--- config.mk ---
export PLATFORM = sky130hd
export DESIGN_NAME = stat_xfer_ctrl
export DESIGN_NICKNAME = d
export VERILOG_FILES = /design/src/rtl/stx_pkg.sv /design/src/rtl/stx_fifo.sv /design/src/rtl/stx_ctrl.sv /design/src/rtl/stx_strobe_seq.sv /design/src/rtl/stat_xfer_ctrl.sv
export SDC_FILE = /design/constraint.sdc
export NUM_CORES = 1
export LEC_CHECK = 0
export ABC_AREA = 1
export BUFFER_PORTS_ARGS = -buffer_cell sky130_fd_sc_hd__buf_2
export CAP_MARGIN = 20
export CORE_MARGIN = 2
export CORE_UTILIZATION = 45
export CTS_CLUSTER_SIZE = 40
export DETAILED_ROUTE_END_ITERATION = 7
export PLACE_DENSITY = 0.73
export REMOVE_ABC_BUFFERS = 1
export SYNTH_ARGS = -nofsm -noshare
export SYNTH_HDL_FRONTEND = slang
export SYNTH_SLANG_ARGS = --single-unit
--- constraint.sdc ---
create_clock -name clk -period 2 [get_ports clk]
set_input_delay 0.1 -clock clk [delete_from_list [all_inputs] [get_ports clk]]
set_output_delay 0.1 -clock clk [all_outputs]
set_load 0.05 [all_outputs]
--- src/rtl/stx_pkg.sv ---
// Package: shared types and control-word layout for the status transfer block.
// Assumes: a two-bit control word; bit positions are fixed here only.
package stx_pkg;

    localparam int CTRL_W          = 2;
    localparam int CTRL_EN_BIT     = 0;  // 1 = status output enabled
    localparam int CTRL_WAITDIS_BIT = 1; // 1 = WAIT interlock disabled

    typedef enum logic {
        STB_IDLE  = 1'b0,  // strobe high, nothing presented
        STB_READY = 1'b1   // strobe low, head byte presented
    } stb_state_e;

endpackage

--- src/rtl/stx_fifo.sv ---
// Module: status byte queue.
// What: first-in first-out store of DEPTH entries with synchronous flush.
// Assumes: push when full and pop when empty are dropped here as a safeguard;
//          flush has priority over push and pop.
module stx_fifo #(
    parameter int DEPTH = 12,
    parameter int WIDTH = 8,
    localparam int PW = (DEPTH > 1) ? $clog2(DEPTH) : 1,
    localparam int CW = $clog2(DEPTH + 1)
) (
    input  logic             clk,
    input  logic             rst_n,
    input  logic             flush,
    input  logic             push,
    input  logic             pop,
    input  logic [WIDTH-1:0] wdata,
    output logic [WIDTH-1:0] rdata,
    output logic [CW-1:0]    count,
    output logic             full,
    output logic             empty
);

    logic [PW-1:0]    wr_ptr;
    logic [PW-1:0]    rd_ptr;
    logic [WIDTH-1:0] mem [DEPTH];
    logic             push_i;
    logic             pop_i;

    // Gate requests with occupancy.
    always_comb begin
        push_i = push && !full && !flush;
        pop_i  = pop && !empty && !flush;
    end

    // Step a pointer with wrap for non-power-of-two depths.
    function automatic logic [PW-1:0] ptr_next(input logic [PW-1:0] p);
        if (p == PW'(DEPTH - 1)) return '0;
        return p + 1'b1;
    endfunction

    // Per-entry storage written at the write pointer.
    for (genvar g = 0; g < DEPTH; g++) begin : g_entry
        always_ff @(posedge clk) begin
            if (push_i && (wr_ptr == PW'(g))) mem[g] <= wdata;
        end
    end

    // Pointer and occupancy tracking.
    always_ff @(posedge clk) begin
        if (!rst_n || flush) begin
            wr_ptr <= '0;
            rd_ptr <= '0;
            count  <= '0;
        end else begin
            if (push_i) wr_ptr <= ptr_next(wr_ptr);
            if (pop_i)  rd_ptr <= ptr_next(rd_ptr);
            case ({push_i, pop_i})
                2'b10:   count <= count + 1'b1;
                2'b01:   count <= count - 1'b1;
                default: count <= count;
            endcase
        end
    end

    // Status decode and head output.
    always_comb begin
        full  = (count == CW'(DEPTH));
        empty = (count == '0);
        rdata = mem[rd_ptr];
    end

endmodule

--- src/rtl/stx_ctrl.sv ---
// Module: control word register.
// What: holds the output enable and interlock disable bits; raises a flush
//       pulse in the cycle the enable bit is written as 0.
// Assumes: reset clears every bit.
module stx_ctrl
    import stx_pkg::*;
(
    input  logic              clk,
    input  logic              rst_n,
    input  logic              ctrl_wr,
    input  logic [CTRL_W-1:0] ctrl_wdata,
    output logic              out_en,
    output logic              wait_dis,
    output logic              flush
);

    logic [CTRL_W-1:0] ctrl_q;

    // Register the control word.
    always_ff @(posedge clk) begin
        if (!rst_n)       ctrl_q <= '0;
        else if (ctrl_wr) ctrl_q <= ctrl_wdata;
    end

    // Decode fields and the abort pulse.
    always_comb begin
        out_en   = ctrl_q[CTRL_EN_BIT];
        wait_dis = ctrl_q[CTRL_WAITDIS_BIT];
        flush    = ctrl_wr && !ctrl_wdata[CTRL_EN_BIT];
    end

endmodule

--- src/rtl/stx_strobe_seq.sv ---
// Module: strobe and busy sequencer.
// What: presents the head byte by lowering the ready strobe when bytes are
//       queued and the interlock permits; releases it after each host read;
//       tracks the busy flag across the transfer.
// Assumes: push_ok and flush come from the top already qualified.
module stx_strobe_seq
    import stx_pkg::*;
#(
    parameter int CW = 4
) (
    input  logic          clk,
    input  logic          rst_n,
    input  logic          flush,
    input  logic          push_ok,
    input  logic          host_rd,
    input  logic          fifo_empty,
    input  logic [CW-1:0] fifo_count,
    input  logic          permit,
    output logic          pop_ok,
    output logic          rdy_n,
    output logic          busy
);

    stb_state_e state_q;
    stb_state_e state_d;
    logic       last_pop;

    // Qualify the host read and detect the final byte leaving.
    always_comb begin
        pop_ok   = host_rd && (state_q == STB_READY) && !flush;
        last_pop = pop_ok && (fifo_count == CW'(1)) && !push_ok;
    end

    // Next strobe state.
    always_comb begin
        state_d = state_q;
        if (flush) begin
            state_d = STB_IDLE;
        end else if (state_q == STB_READY) begin
            if (pop_ok) state_d = STB_IDLE;
        end else if ((!fifo_empty || push_ok) && permit) begin
            state_d = STB_READY;
        end
    end

    // Strobe state register.
    always_ff @(posedge clk) begin
        if (!rst_n) state_q <= STB_IDLE;
        else        state_q <= state_d;
    end

    // Busy flag: low from the first push until the last byte is taken.
    always_ff @(posedge clk) begin
        if (!rst_n || flush) busy <= 1'b1;
        else if (push_ok)    busy <= 1'b0;
        else if (last_pop)   busy <= 1'b1;
    end

    // Active-low strobe decode.
    always_comb rdy_n = (state_q != STB_READY);

endmodule

--- src/rtl/stat_xfer_ctrl.sv ---
// Module: status byte transfer controller (top).
// What: sub-CPU writes queue status bytes; the host reads them behind an
//       active-low ready strobe gated by the data-path interlock.
// Assumes: one sub-CPU write and one host read per cycle at most.
module stat_xfer_ctrl
    import stx_pkg::*;
#(
    parameter int FIFO_DEPTH = 12,
    parameter int DATA_W     = 8,
    localparam int CW = $clog2(FIFO_DEPTH + 1)
) (
    input  logic              clk,
    input  logic              rst_n,
    input  logic              ctrl_wr,
    input  logic [CTRL_W-1:0] ctrl_wdata,
    input  logic              cpu_wr,
    input  logic [DATA_W-1:0] cpu_wdata,
    input  logic              data_end,
    input  logic              host_rd,
    output logic [DATA_W-1:0] host_rdata,
    output logic              stat_rdy_n,
    output logic              stat_busy,
    output logic              stat_ovf
);

    logic          out_en;
    logic          wait_dis;
    logic          flush;
    logic          push_ok;
    logic          ovf_set;
    logic          pop_ok;
    logic          permit;
    logic          fifo_full;
    logic          fifo_empty;
    logic [CW-1:0] fifo_count;

    stx_ctrl u_ctrl (
        .clk        (clk),
        .rst_n      (rst_n),
        .ctrl_wr    (ctrl_wr),
        .ctrl_wdata (ctrl_wdata),
        .out_en     (out_en),
        .wait_dis   (wait_dis),
        .flush      (flush)
    );

    // Qualify sub-CPU writes and the interlock.
    always_comb begin
        push_ok = cpu_wr && out_en && !fifo_full && !flush;
        ovf_set = cpu_wr && out_en && fifo_full && !flush;
        permit  = wait_dis || data_end;
    end

    stx_fifo #(
        .DEPTH (FIFO_DEPTH),
        .WIDTH (DATA_W)
    ) u_fifo (
        .clk   (clk),
        .rst_n (rst_n),
        .flush (flush),
        .push  (push_ok),
        .pop   (pop_ok),
        .wdata (cpu_wdata),
        .rdata (host_rdata),
        .count (fifo_count),
        .full  (fifo_full),
        .empty (fifo_empty)
    );

    stx_strobe_seq #(
        .CW (CW)
    ) u_seq (
        .clk        (clk),
        .rst_n      (rst_n),
        .flush      (flush),
        .push_ok    (push_ok),
        .host_rd    (host_rd),
        .fifo_empty (fifo_empty),
        .fifo_count (fifo_count),
        .permit     (permit),
        .pop_ok     (pop_ok),
        .rdy_n      (stat_rdy_n),
        .busy       (stat_busy)
    );

    // Sticky overflow flag, cleared by reset or abort.
    always_ff @(posedge clk) begin
        if (!rst_n || flush) stat_ovf <= 1'b0;
        else if (ovf_set)    stat_ovf <= 1'b1;
    end

endmodule

==> results of run 1 <==
-- final timing paths --
kind,end,depth (start not counted)
setup / recovery,host_rdata[7],6
hold / removal,u_fifo.count[0],3
setup reg to reg,u_fifo.count[3],12
hold reg to reg,u_seq.busy,2
-- cell usage after synthesis (all sizes together) --
library cell,n,area share (%)
a21oi,13,1.2
nand4,3,0.36
xor2,1,0.17
dfxtp,21,8.1
o21bai,1,0.14
buf,18,3.0
o21ai,34,3.3
or2,1,0.12
inv,82,6.1
nand3,56,5.5
ha,9,2.2
edfxtp,96,55
xnor2,1,0.17
nor2,42,3.2
nor3,10,0.96
nand2,131,10
-- repair_timing --
item	CTS	global route
hold buffers	5	0
endpoints found under the setup margin	8	10
resized for setup	2	5
endpoints found under the hold margin	3	0
-- cell families (layout without fill, tap and decap cells) --
| logic type | count (synthesis) | count (layout) |
|---|---|---|
| buffers and inverters | 100 | 163 |
| adder cells (fa/ha/maj) | 9 | 9 |
| AND/OR/NAND/NOR | 243 | 243 |
| XOR/XNOR | 2 | 2 |
| AO/OA/AOI/OAI | 48 | 48 |
| flip-flops | 117 | 117 |
-- per-layer routing --
metal	up-vias	GRT usage (%)	wire, um
li1	1800	-	-
met3	22	6.151	625
met4	0	7.243	161
met1	1726	20.89	4340
met5	-	0	0
met2	111	32.60	5510
-- power by group --
part / leakage (uW) / internal, uW / switching [uW]
logic: 0.00124 / 52.0 / 121
clock network: 0.000267 / 1730 / 1160
registers: 0.00104 / 2650 / 7.83
total: 0.00254 / 4430 / 1290
-- sequential cells by signal (all words and copies together) (netlist names), named ones only --
register       count
u_fifo.wr_ptr      4
u_seq.state_q      1
u_ctrl.ctrl_q      2
u_fifo.rd_ptr      4
stat_ovf           1
u_seq.busy         1
u_fifo.count       4
u_fifo.mem        96
-- final cells by class --
cell class              count  area [sq um]  share of cell area, %
repair buffers             49         334.1                  5.438
inverters                  82         320.3                  5.214
well taps                 143         178.9                  2.912
flip-flops and latches    117          3309                  53.87
clock inverters            15         145.1                  2.363
multi-input cells         302          1430                  23.28
clock buffers              17         425.4                  6.925
-- worst min-delay path, delay by kind of cell --
family | cells | cell delay, ns
AO/OA/AOI/OAI | 1 | 0.05
buffers and inverters | 1 | 0.12
AND/OR/NAND/NOR | 1 | 0.11
-- stage by stage --
step / worst slack, ns / hold slack, ns / util, % / power (uW) / area, sq um
6_report: 0.09422 / 0.01058 / 54.03 / 5721 / 6143
4_1_cts: 0.03626 / 0.005310 / 53.92 / 5745 / 6131
3_5_place_dp: 0.1932 / 0.3462 / 48.44 / 2869 / 5508
2_1_floorplan: -0.1670 / 0.1989 / - / 2793 / 5051
3_3_place_gp: 0.2720 / 0.3241 / 48.44 / 2862 / 5508
5_1_grt: -0.007518 / 0.02620 / 54.03 / 5877 / 6143
==> metrics.yaml, run 1 <==
outcome:
  outcome: "complete, no violations"
clocking:
  cts_inserted_buffers: 17
  clock-sinks: 117
  cts_buffer_depth: 2
  htree_levels: 4
  clockRootBuffer: "clkbuf_16"
  clock_latency_ns: 0.42
  postCtsSetupBuffers: 0
  path_clk_slew_ns: 0.06
  tritoncts: "yes"
timing:
  fmax_ghz: 0.5247
  setup_violations: 0
  fin_worst_skew_ns: 0.006614
  slew_headroom_pct: 79.82
  setup-tns-final_ns: 0
  period_needed_ns: 1.906
  rsz0062_at_grt: "true"
  finalHoldViolCount: 0
  min_period_over_period_pct: 95.29
  final_max_slew_viol_count: 0
  worst_pin_slew_ns: 0.3024
cells_and_area:
  finalNonFillerCells: 725
  fill_cells: 962
  nets: 594
  diodes: 0
  drive_gt1_share_pct: 15.64
  mostFrequentLayoutCell: "nand2_1"
  syn_to_final_growth_pct: 17.94
  final_cell_mix: "nand2_1 (126), edfxtp_1 (96), inv_1 (77)"
floorplanning:
  fp-row-count: 39
  start_util_pct: 45.81
  die_y_um: 111.6
  die_width_um: 111.6
  ios: 27
  core_sq_um: 11370
  fp.dieArea_sq_um: 12450
yosys:
  yosysSeqAreaShare_pct: 63.42
  synth_compound_area_share_pct: 4.660
  synth_adder_area_share_pct: 2.162
  yosysWarningCount: 0
  post_synth_mux_area_share_pct: 0
  postSynthAreaPerCell_sq_um: 10.04
  synth_seq_cells: 117
  syn_inst: 519
  synth_top_family_by_area: "simple AND/OR/NAND/NOR gates"
  synth-simple-area-share_pct: 20.30
  ys_types: 26
  synth_xor_area_share_pct: 0.3363
  synth_area_sq_um: 5209
drt:
  ant_nets: 0
  wl_um: 10640
  drcViolationCount: 0
  vias_per_cell: 5.047
  wl_per_cell_um: 14.67
  drt_pass1_iterations: 5
  drtIter0Drc: 283
  route.vias.total: 3659
placement:
  dp_hpwl_um: 6698
  routabilityCongestion: 0.7921
  io_buffers: 26
  placed_cells: 688
worst_setup_path:
  crit_path_start_kind: "register"
  end_kind: "output pin"
  slowest_stage: "dfxtp_2"
  cp_data_arrival_time_ns: 1.81
  cp_max_fo: 16
  worst_path_most_repeated_cell: "nand3_1"
  cp.buffers_inverters: 2
  worstSetupPathType: "register to output pin"
  crit_chain: "buf_4 > nand3_1 > nand3_1 > nand3_1 > nand2_1 > buf_2"
  critPathRequiredTime_ns: 1.90
  cp_top_family: "buffers and inverters"
  regToRegSetupSlack_ns: 0.22
  worstReg2RegStart: "u_fifo.count[1]"
  max_stage_delay_ns: 0.45
power:
  cellLeakagePower_uw: 0.002542
  ir_drop_mv: 0.7090
  p_per_area_nw_per_um2: 931.3
grt:
  overflow: 0
  grt_pass1_vias: 3749
  grt_pass1_wl_um: 17690
  grt_max_degree: 45
  grt_usage_pct: 18.53
  grt_antenna_before_repair: 0
flow_run:
  max_cap_violations: 0
worst_hold_path:
  min_path_type: "input pin to register"
  min_from: "rst_n"
Power figures use the tool's default switching activity.
==> run 2: changes to the inputs <==
--- a/config.mk
+++ b/config.mk
@@ -12,7 +12,7 @@
 export CORE_UTILIZATION = 45
 export CTS_CLUSTER_SIZE = 40
 export DETAILED_ROUTE_END_ITERATION = 7
-export PLACE_DENSITY = 0.73
+export PLACE_DENSITY = 0.71
 export REMOVE_ABC_BUFFERS = 1
 export SYNTH_ARGS = -nofsm -noshare
 export SYNTH_HDL_FRONTEND = slang
==> constraint.sdc (replaced) <==
create_clock -name clk -period 2.35 [get_ports clk]
set_input_delay 0.1175 -clock clk [delete_from_list [all_inputs] [get_ports clk]]
set_output_delay 0.1175 -clock clk [all_outputs]
set_load 0.05 [all_outputs]
==> run 2 against run 1 <==
Via count is 0.16% higher. Final cell count down 0.83%. Flip-flop and latch count unchanged. Clock skew is 0.0042 ns higher. Core utilization up 0.35 points. Worst hold slack improved by 0.012 ns. Sequential power decreased by 15%. First-iteration DRC count grew 24%.
==> metrics.yaml, run 2 (same netlist as run 1, synthesis figures left out) <==
outcome:
  outcome: "complete, no violations"
timing:
  setup-tns-final_ns: 0  # unchanged
  setup_ws_ns: 0.1868  # +0.09260 ns
  fmax_ghz: 0.4623
  period_needed_ns: 2.163
  final_max_slew_viol_count: 0  # unchanged
  holdWs_ns: 0.02265  # +0.01207 ns
  slew_headroom_pct: 73.62  # -6.2 points
  worst_pin_slew_ns: 0.3952  # +0.09282 ns
  rsz0062_at_grt: "false"
  fin_worst_skew_ns: 0.01086  # +0.004249 ns
  setup_violations: 0  # unchanged
  finalHoldViolCount: 0  # unchanged
  min_period_over_period_pct: 92.05
power:
  sw_frac_of_total_pct: 18.40  # -4.2 points
  seqPwrFrac_pct: 42.3  # -4.1 points
  cellLeakagePower_uw: 0.002575  # +1.3%
  totalPowerFinal_uw: 5340  # -6.7%
  p_sw_uw: 982.7  # -24%
  p_per_area_nw_per_um2: 863.6  # -7.3%
  ir_drop_mv: 0.7083  # about the same
  comb_power_share_pct: 2.6  # -0.4 points
  clkPwrFrac_pct: 55.0  # +4.4 points
  intPower_uw: 4357  # -1.6%
drt:
  drt_pass1_iterations: 6  # +1
  route.vias.total: 3665  # +0.16%
  wl_um: 11290  # +6.1%
  drcViolationCount: 0  # unchanged
  vias_per_cell: 5.097  # +1.0%
  met2WireLength_um: 5845  # +6.1%
  wl_met3_um: 685  # +9.6%
  drtIter0Drc: 351  # +24%
  m1WireLength_um: 4579  # +5.5%
  routed.top_layer: "met4"
  wl_per_cell_um: 15.70  # +7.0%
  ant_nets: 0  # unchanged
grt:
  grt_antenna_before_repair: 0  # unchanged
  grt_pass1_wl_um: 18400  # +4.0%
  grt_pass1_vias: 3736  # -0.35%
  grt_max_degree: 45  # unchanged
  grt_usage_pct: 19.31  # +0.79 points
  overflow: 0  # unchanged
worst_setup_path:
  max_stage_delay_ns: 0.54  # +0.09 ns
  cp_data_arrival_time_ns: 2.05  # +0.24 ns
  cp.buffers_inverters: 3  # +1
  cp_max_fo: 10  # -6
  critPathRequiredTime_ns: 2.23  # +0.33 ns
  worst_path_most_repeated_cell: "nand3_1"
  slowest_stage: "dfxtp_1"
  worstSetupPathType: "register to output pin"
  cp_top_family: "buffers and inverters"
  crit_chain: "buf_4 > buf_4 > nand3_1 > nand3_1 > nand3_1 > nand2_1 > buf_2"
  regToRegSetupSlack_ns: 0.37  # +0.15 ns
  crit_path_start_kind: "register"
  end_kind: "output pin"
cells_and_area:
  diodes: 0  # unchanged
  largest-register: "u_fifo.mem"
  nets: 588  # -1.0%
  drive_gt1_share_pct: 14.76  # -0.88 points
  final_cell_mix: "nand2_1 (126), edfxtp_1 (96), inv_1 (77)"
  fill_cells: 979  # +1.8%
  multi_input_area_sq_um: 1430  # unchanged
  seqCellArea_sq_um: 3307  # about the same
  syn_to_final_growth_pct: 18.71
  largest_reg_flops: 96  # unchanged
  mostFrequentLayoutCell: "nand2_1"
clocking:
  postCtsSetupBuffers: 0  # unchanged
  clock_latency_ns: 0.41  # about the same
  htree_levels: 4  # unchanged
  cts_buffer_depth: 2  # unchanged
  cts_inserted_buffers: 17  # unchanged
  clockRootBuffer: "clkbuf_16"
  clock-sinks: 117  # unchanged
  path_clk_slew_ns: 0.05  # about the same
  tritoncts: "yes"
placement:
  io_buffers: 26  # unchanged
  routabilityCongestion: 0.7641  # -3.5%
  dp_hpwl_um: 7044  # +5.2%
  pre_cts_slack_ns: 0.4120  # +0.2188 ns
floorplanning:
  fp-row-count: 39  # unchanged
  fp.dieArea_sq_um: 12450  # unchanged
  die_width_um: 111.6  # unchanged
  ios: 27  # unchanged
  core_sq_um: 11370  # unchanged
  start_util_pct: 45.81  # unchanged
  die_y_um: 111.6  # unchanged
worst_hold_path:
  min_path_type: "input pin to register"
flow_run:
  max_cap_violations: 0  # unchanged
## run 2: layer usage
layer / up-vias / global-route usage [%]
met5: - / 0
met4: 0 / 8.560
met3: 15 / 5.661
met2: 122 / 33.13
met1: 1743 / 22.59
li1: 1785 / -
## run 2: worst register-to-register path: cells and delay by family (launching register included)
| family | cells | cell delay (ns) |
|---|---|---|
| buf+inv | 3 | 0.24 |
| compound gates | 1 | 0.17 |
| flops | 1 | 0.41 |
| fa+ha+maj | 2 | 0.44 |
| simple gates | 6 | 0.66 |
## run 2: repair_timing
action,in CTS,in global routing
endpoints found under the setup margin,0,6
hold buffers,2,0
resized for setup,0,1
endpoints found under the hold margin,1,0
## run 2: area by class of cell
| class | instances | area share [%] |
|---|---|---|
| multi-input cells | 302 | 23.13 |
| clock inverters | 10 | 3.238 |
| flip-flops and latches | 117 | 53.48 |
| repair buffers | 43 | 4.452 |
| clock buffers | 22 | 7.669 |
| well taps | 143 | 2.894 |
| inverters | 82 | 5.140 |
## run 2: power by group through the flow
stage | Clock (uW) | Sequential (uW) | Combinational [uW]
2_1_floorplan | 0 | 2300 | 73.3
3_3_place_gp | 0 | 2300 | 132
3_5_place_dp | 0 | 2300 | 138
4_1_cts | 2970 | 2260 | 141
5_1_grt | 3080 | 2260 | 155
6_report | 2940 | 2260 | 141
## run 2: per-stage QoR
step / cells / instance area [sq um] / util, %
detailed placement: 685 / 5487 / 48.26
global placement: 685 / 5487 / 48.26
CTS: 719 / 6181 / 54.36
global route: 719 / 6183 / 54.39
finish: 719 / 6183 / 54.39
floorplan: 501 / 5051 / -
## run 2: path summary, 6_finish.rpt
kind,endpoint,from,depth (start not counted)
worst min-delay path,u_ctrl.ctrl_q[0],ctrl_wr,3
worst min register to register,stat_ovf,stat_ovf,2
worst max register to register,u_fifo.count[3],u_fifo.count[0],12
worst max-delay path,host_rdata[3],register,7
==> run 3: changes to the inputs <==
--- a/config.mk
+++ b/config.mk
@@ -8,11 +8,13 @@
 export ABC_AREA = 1
 export BUFFER_PORTS_ARGS = -buffer_cell sky130_fd_sc_hd__buf_2
 export CAP_MARGIN = 20
+export CORE_ASPECT_RATIO = 0.9
 export CORE_MARGIN = 2
 export CORE_UTILIZATION = 45
 export CTS_CLUSTER_SIZE = 40
 export DETAILED_ROUTE_END_ITERATION = 7
 export PLACE_DENSITY = 0.71
+export RECOVER_POWER = 50
 export REMOVE_ABC_BUFFERS = 1
 export SYNTH_ARGS = -nofsm -noshare
 export SYNTH_HDL_FRONTEND = slang
==> constraint.sdc (replaced) <==
create_clock -name clk -period 2.35 [get_ports clk]
set_input_delay 0.3525 -clock clk [delete_from_list [all_inputs] [get_ports clk]]
set_output_delay 0.3525 -clock clk [all_outputs]
set_load 0.05 [all_outputs]
==> run 3 against run 2 <==
Die area is essentially flat. Via count fell by 3.0%. Clock skew down 0.0062 ns. Global-route usage decreased by 1.0 points. Critical path depth up 1. Setup slack got worse by 0.031 ns. Count of clock-buffer cells in the layout fell by 3. Register-to-register slack lost 0.05 ns. Worst hold slack better by 0.15 ns. Largest cell class unchanged. Largest power group unchanged. Highest routed layer unchanged.
==> metrics.yaml, run 3 (same netlist as run 1, synthesis figures left out) <==
outcome:
  outcome: "complete, no violations"
grt:
  grt_usage_pct: 18.28  # -1.0 points
  grt_pass1_wl_um: 17220  # -6.4%
  grt_pass1_vias: 3579  # -4.2%
  grt_antenna_before_repair: 0  # unchanged
  overflow: 0  # unchanged
  grt_max_degree: 45  # unchanged
worst_setup_path:
  cp_top_family: "buffers and inverters"
  worstSetupPathType: "register to output pin"
  slowest_stage: "dfxtp_2"
  crit_chain: "buf_6 > nand2_1 > nand2_1 > nand2_1 > nand3_1 > nand3_1 > nand2_1 > buf_2"
  end_kind: "output pin"
  cp.buffers_inverters: 2  # -1
  max_stage_delay_ns: 0.38  # -0.16 ns
  cp_data_arrival_time_ns: 1.84  # -0.21 ns
  crit_path_start_kind: "register"
  worstReg2RegStart: "u_fifo.count[0]"
  cp_max_fo: 33  # +23
  critPathRequiredTime_ns: 2.00  # -0.23 ns
  worst_path_most_repeated_cell: "nand2_1"
drt:
  drtIter0Drc: 202  # -42%
  drt_pass1_iterations: 4  # -2
  vias_per_cell: 4.863  # -4.6%
  drcViolationCount: 0  # unchanged
  wl_per_cell_um: 14.37  # -8.5%
  route.vias.total: 3555  # -3.0%
  wl_um: 10500  # -6.9%
  ant_nets: 0  # unchanged
timing:
  min_period_over_period_pct: 93.38  # +1.3 points
  slew_headroom_pct: 60.42  # -13 points
  worst_pin_slew_ns: 0.5963  # +0.2011 ns
  finalHoldViolCount: 0  # unchanged
  fmax_ghz: 0.4557  # -1.4%
  rsz0062_at_grt: "false"
  setup_violations: 0  # unchanged
  fin_worst_skew_ns: 0.004669  # -0.006194 ns
  period_needed_ns: 2.195  # +0.03133 ns
  final_max_slew_viol_count: 0  # unchanged
power:
  sw_frac_of_total_pct: 20.54  # +2.1 points
  comb_power_share_pct: 2.7  # about the same
  cellLeakagePower_uw: 0.002471  # -4.1%
  clkPwrFrac_pct: 51.2  # -3.8 points
  p_sw_uw: 1006  # +2.4%
  intPower_uw: 3892  # -11%
  seqPwrFrac_pct: 46.1  # +3.8 points
  p_per_area_nw_per_um2: 807.5  # -6.5%
  ir_drop_mv: 0.4259  # -40%
cells_and_area:
  diodes: 0  # unchanged
  largest_reg_flops: 96  # unchanged
  mostFrequentLayoutCell: "nand2_1"
  final_cell_mix: "nand2_1 (127), edfxtp_1 (96), inv_1 (77)"
  syn_to_final_growth_pct: 16.45
  nets: 587  # -0.17%
  largest-register: "u_fifo.mem"
  drive_gt1_share_pct: 13.04  # -1.7 points
  stdcell_area_sq_um: 6066  # -1.9%
  final_util_pct: 53.48  # -0.91 points
placement:
  io_buffers: 26  # unchanged
  dp_hpwl_um: 6764  # -4.0%
  routabilityCongestion: 0.7991  # +4.6%
  placed_cell_area_sq_um: 5510  # +0.43%
clocking:
  clock_latency_ns: 0.41  # about the same
  cts_buffer_depth: 2  # unchanged
  hold_buffers: 0  # -2
  clockRootBuffer: "clkbuf_16"
  clock-sinks: 117  # unchanged
  tritoncts: "yes"
  cts_inserted_buffers: 17  # unchanged
  htree_levels: 4  # unchanged
  path_clk_slew_ns: 0.05  # about the same
worst_hold_path:
  min_path_type: "input pin to register"
  min_from: "ctrl_wdata[1]"
floorplanning:
  start_util_pct: 45.92  # +0.11 points
  fp.dieArea_sq_um: 12450  # about the same
  fp-row-count: 37  # -5.1%
  die_y_um: 106.1  # -4.9%
  die_width_um: 117.4  # +5.2%
  ios: 27  # unchanged
  core_sq_um: 11340  # -0.24%
flow_run:
  max_cap_violations: 0  # unchanged
[run 3: cell count changes in the layout (fill, tap and decap cells not counted), sizes merged]
| cell | change |
|---|---|
| buf | -10 |
| bufinv | -4 |
| inv | +1 |
| clkbuf | +8 |
| dlygate4sd3 | -2 |
| clkinv | +1 |
| clkinvlp | +5 |
[run 3: cell type report]
class,count,area (sq um)
timing repair buffer,42,252.7
clock inverter,13,131.4
clock buffer,19,452.9
fill,1019,5276
sequential,117,3306
tap,156,195.2
inverter,82,317.8
multi-input combinational,302,1410
[run 3: final timing paths]
check	endpoint	slack, ns	cells after the start
max reg2reg	u_fifo.mem[3][2]	0.32	8
max	host_rdata[4]	0.16	8
min reg2reg	stat_ovf	0.48	2
min	u_ctrl.ctrl_q[1]	0.17	3
[run 3: worst register-to-register path, stage by stage (launching register included)]
cell and delay, ns:
dfxtp_1 0.40, inv_1 0.10, ha_1 0.24, nand3_1 0.16, inv_1 0.08, nor2_1 0.31, nand2_1 0.13, nor2_1 0.12
buf_4 0.19
[run 3: per-stage QoR]
step,worst slack [ns],setup TNS (ns),instances,total power [uW],hold slack [ns]
after floorplan,-0.06953,-0.5529,501,2377,0.4514
after global placement,0.5339,0,699,2433,0.4602
after detailed placement,0.3907,0,699,2439,0.4698
after CTS,0.05200,0,731,4943,0.1585
after global routing,0.03476,0,731,5045,0.1751
final,0.1555,0,731,4898,0.1734
[run 3: metal layers]
layer  up-vias  GRT usage [%]  wire length (um)
met3        13          5.740               511
li1       1786              -                 -
met1      1675          20.17              4496
met5         -              0                 0
met4         0          8.950               150
met2        81          32.16              5345
[run 3: repair_timing]
action / in CTS / in global routing
buffers inserted: 0 / 0
setup endpoints to repair: 0 / 5
resized for setup: 0 / 2
[run 3: power by group through the flow]
stage,registers [uW],clock network [uW],logic [uW]
after detailed placement,2300,0,137
after floorplan,2300,0,73.3
final,2260,2510,131
after global routing,2260,2640,146
after CTS,2260,2550,137
after global placement,2300,0,132
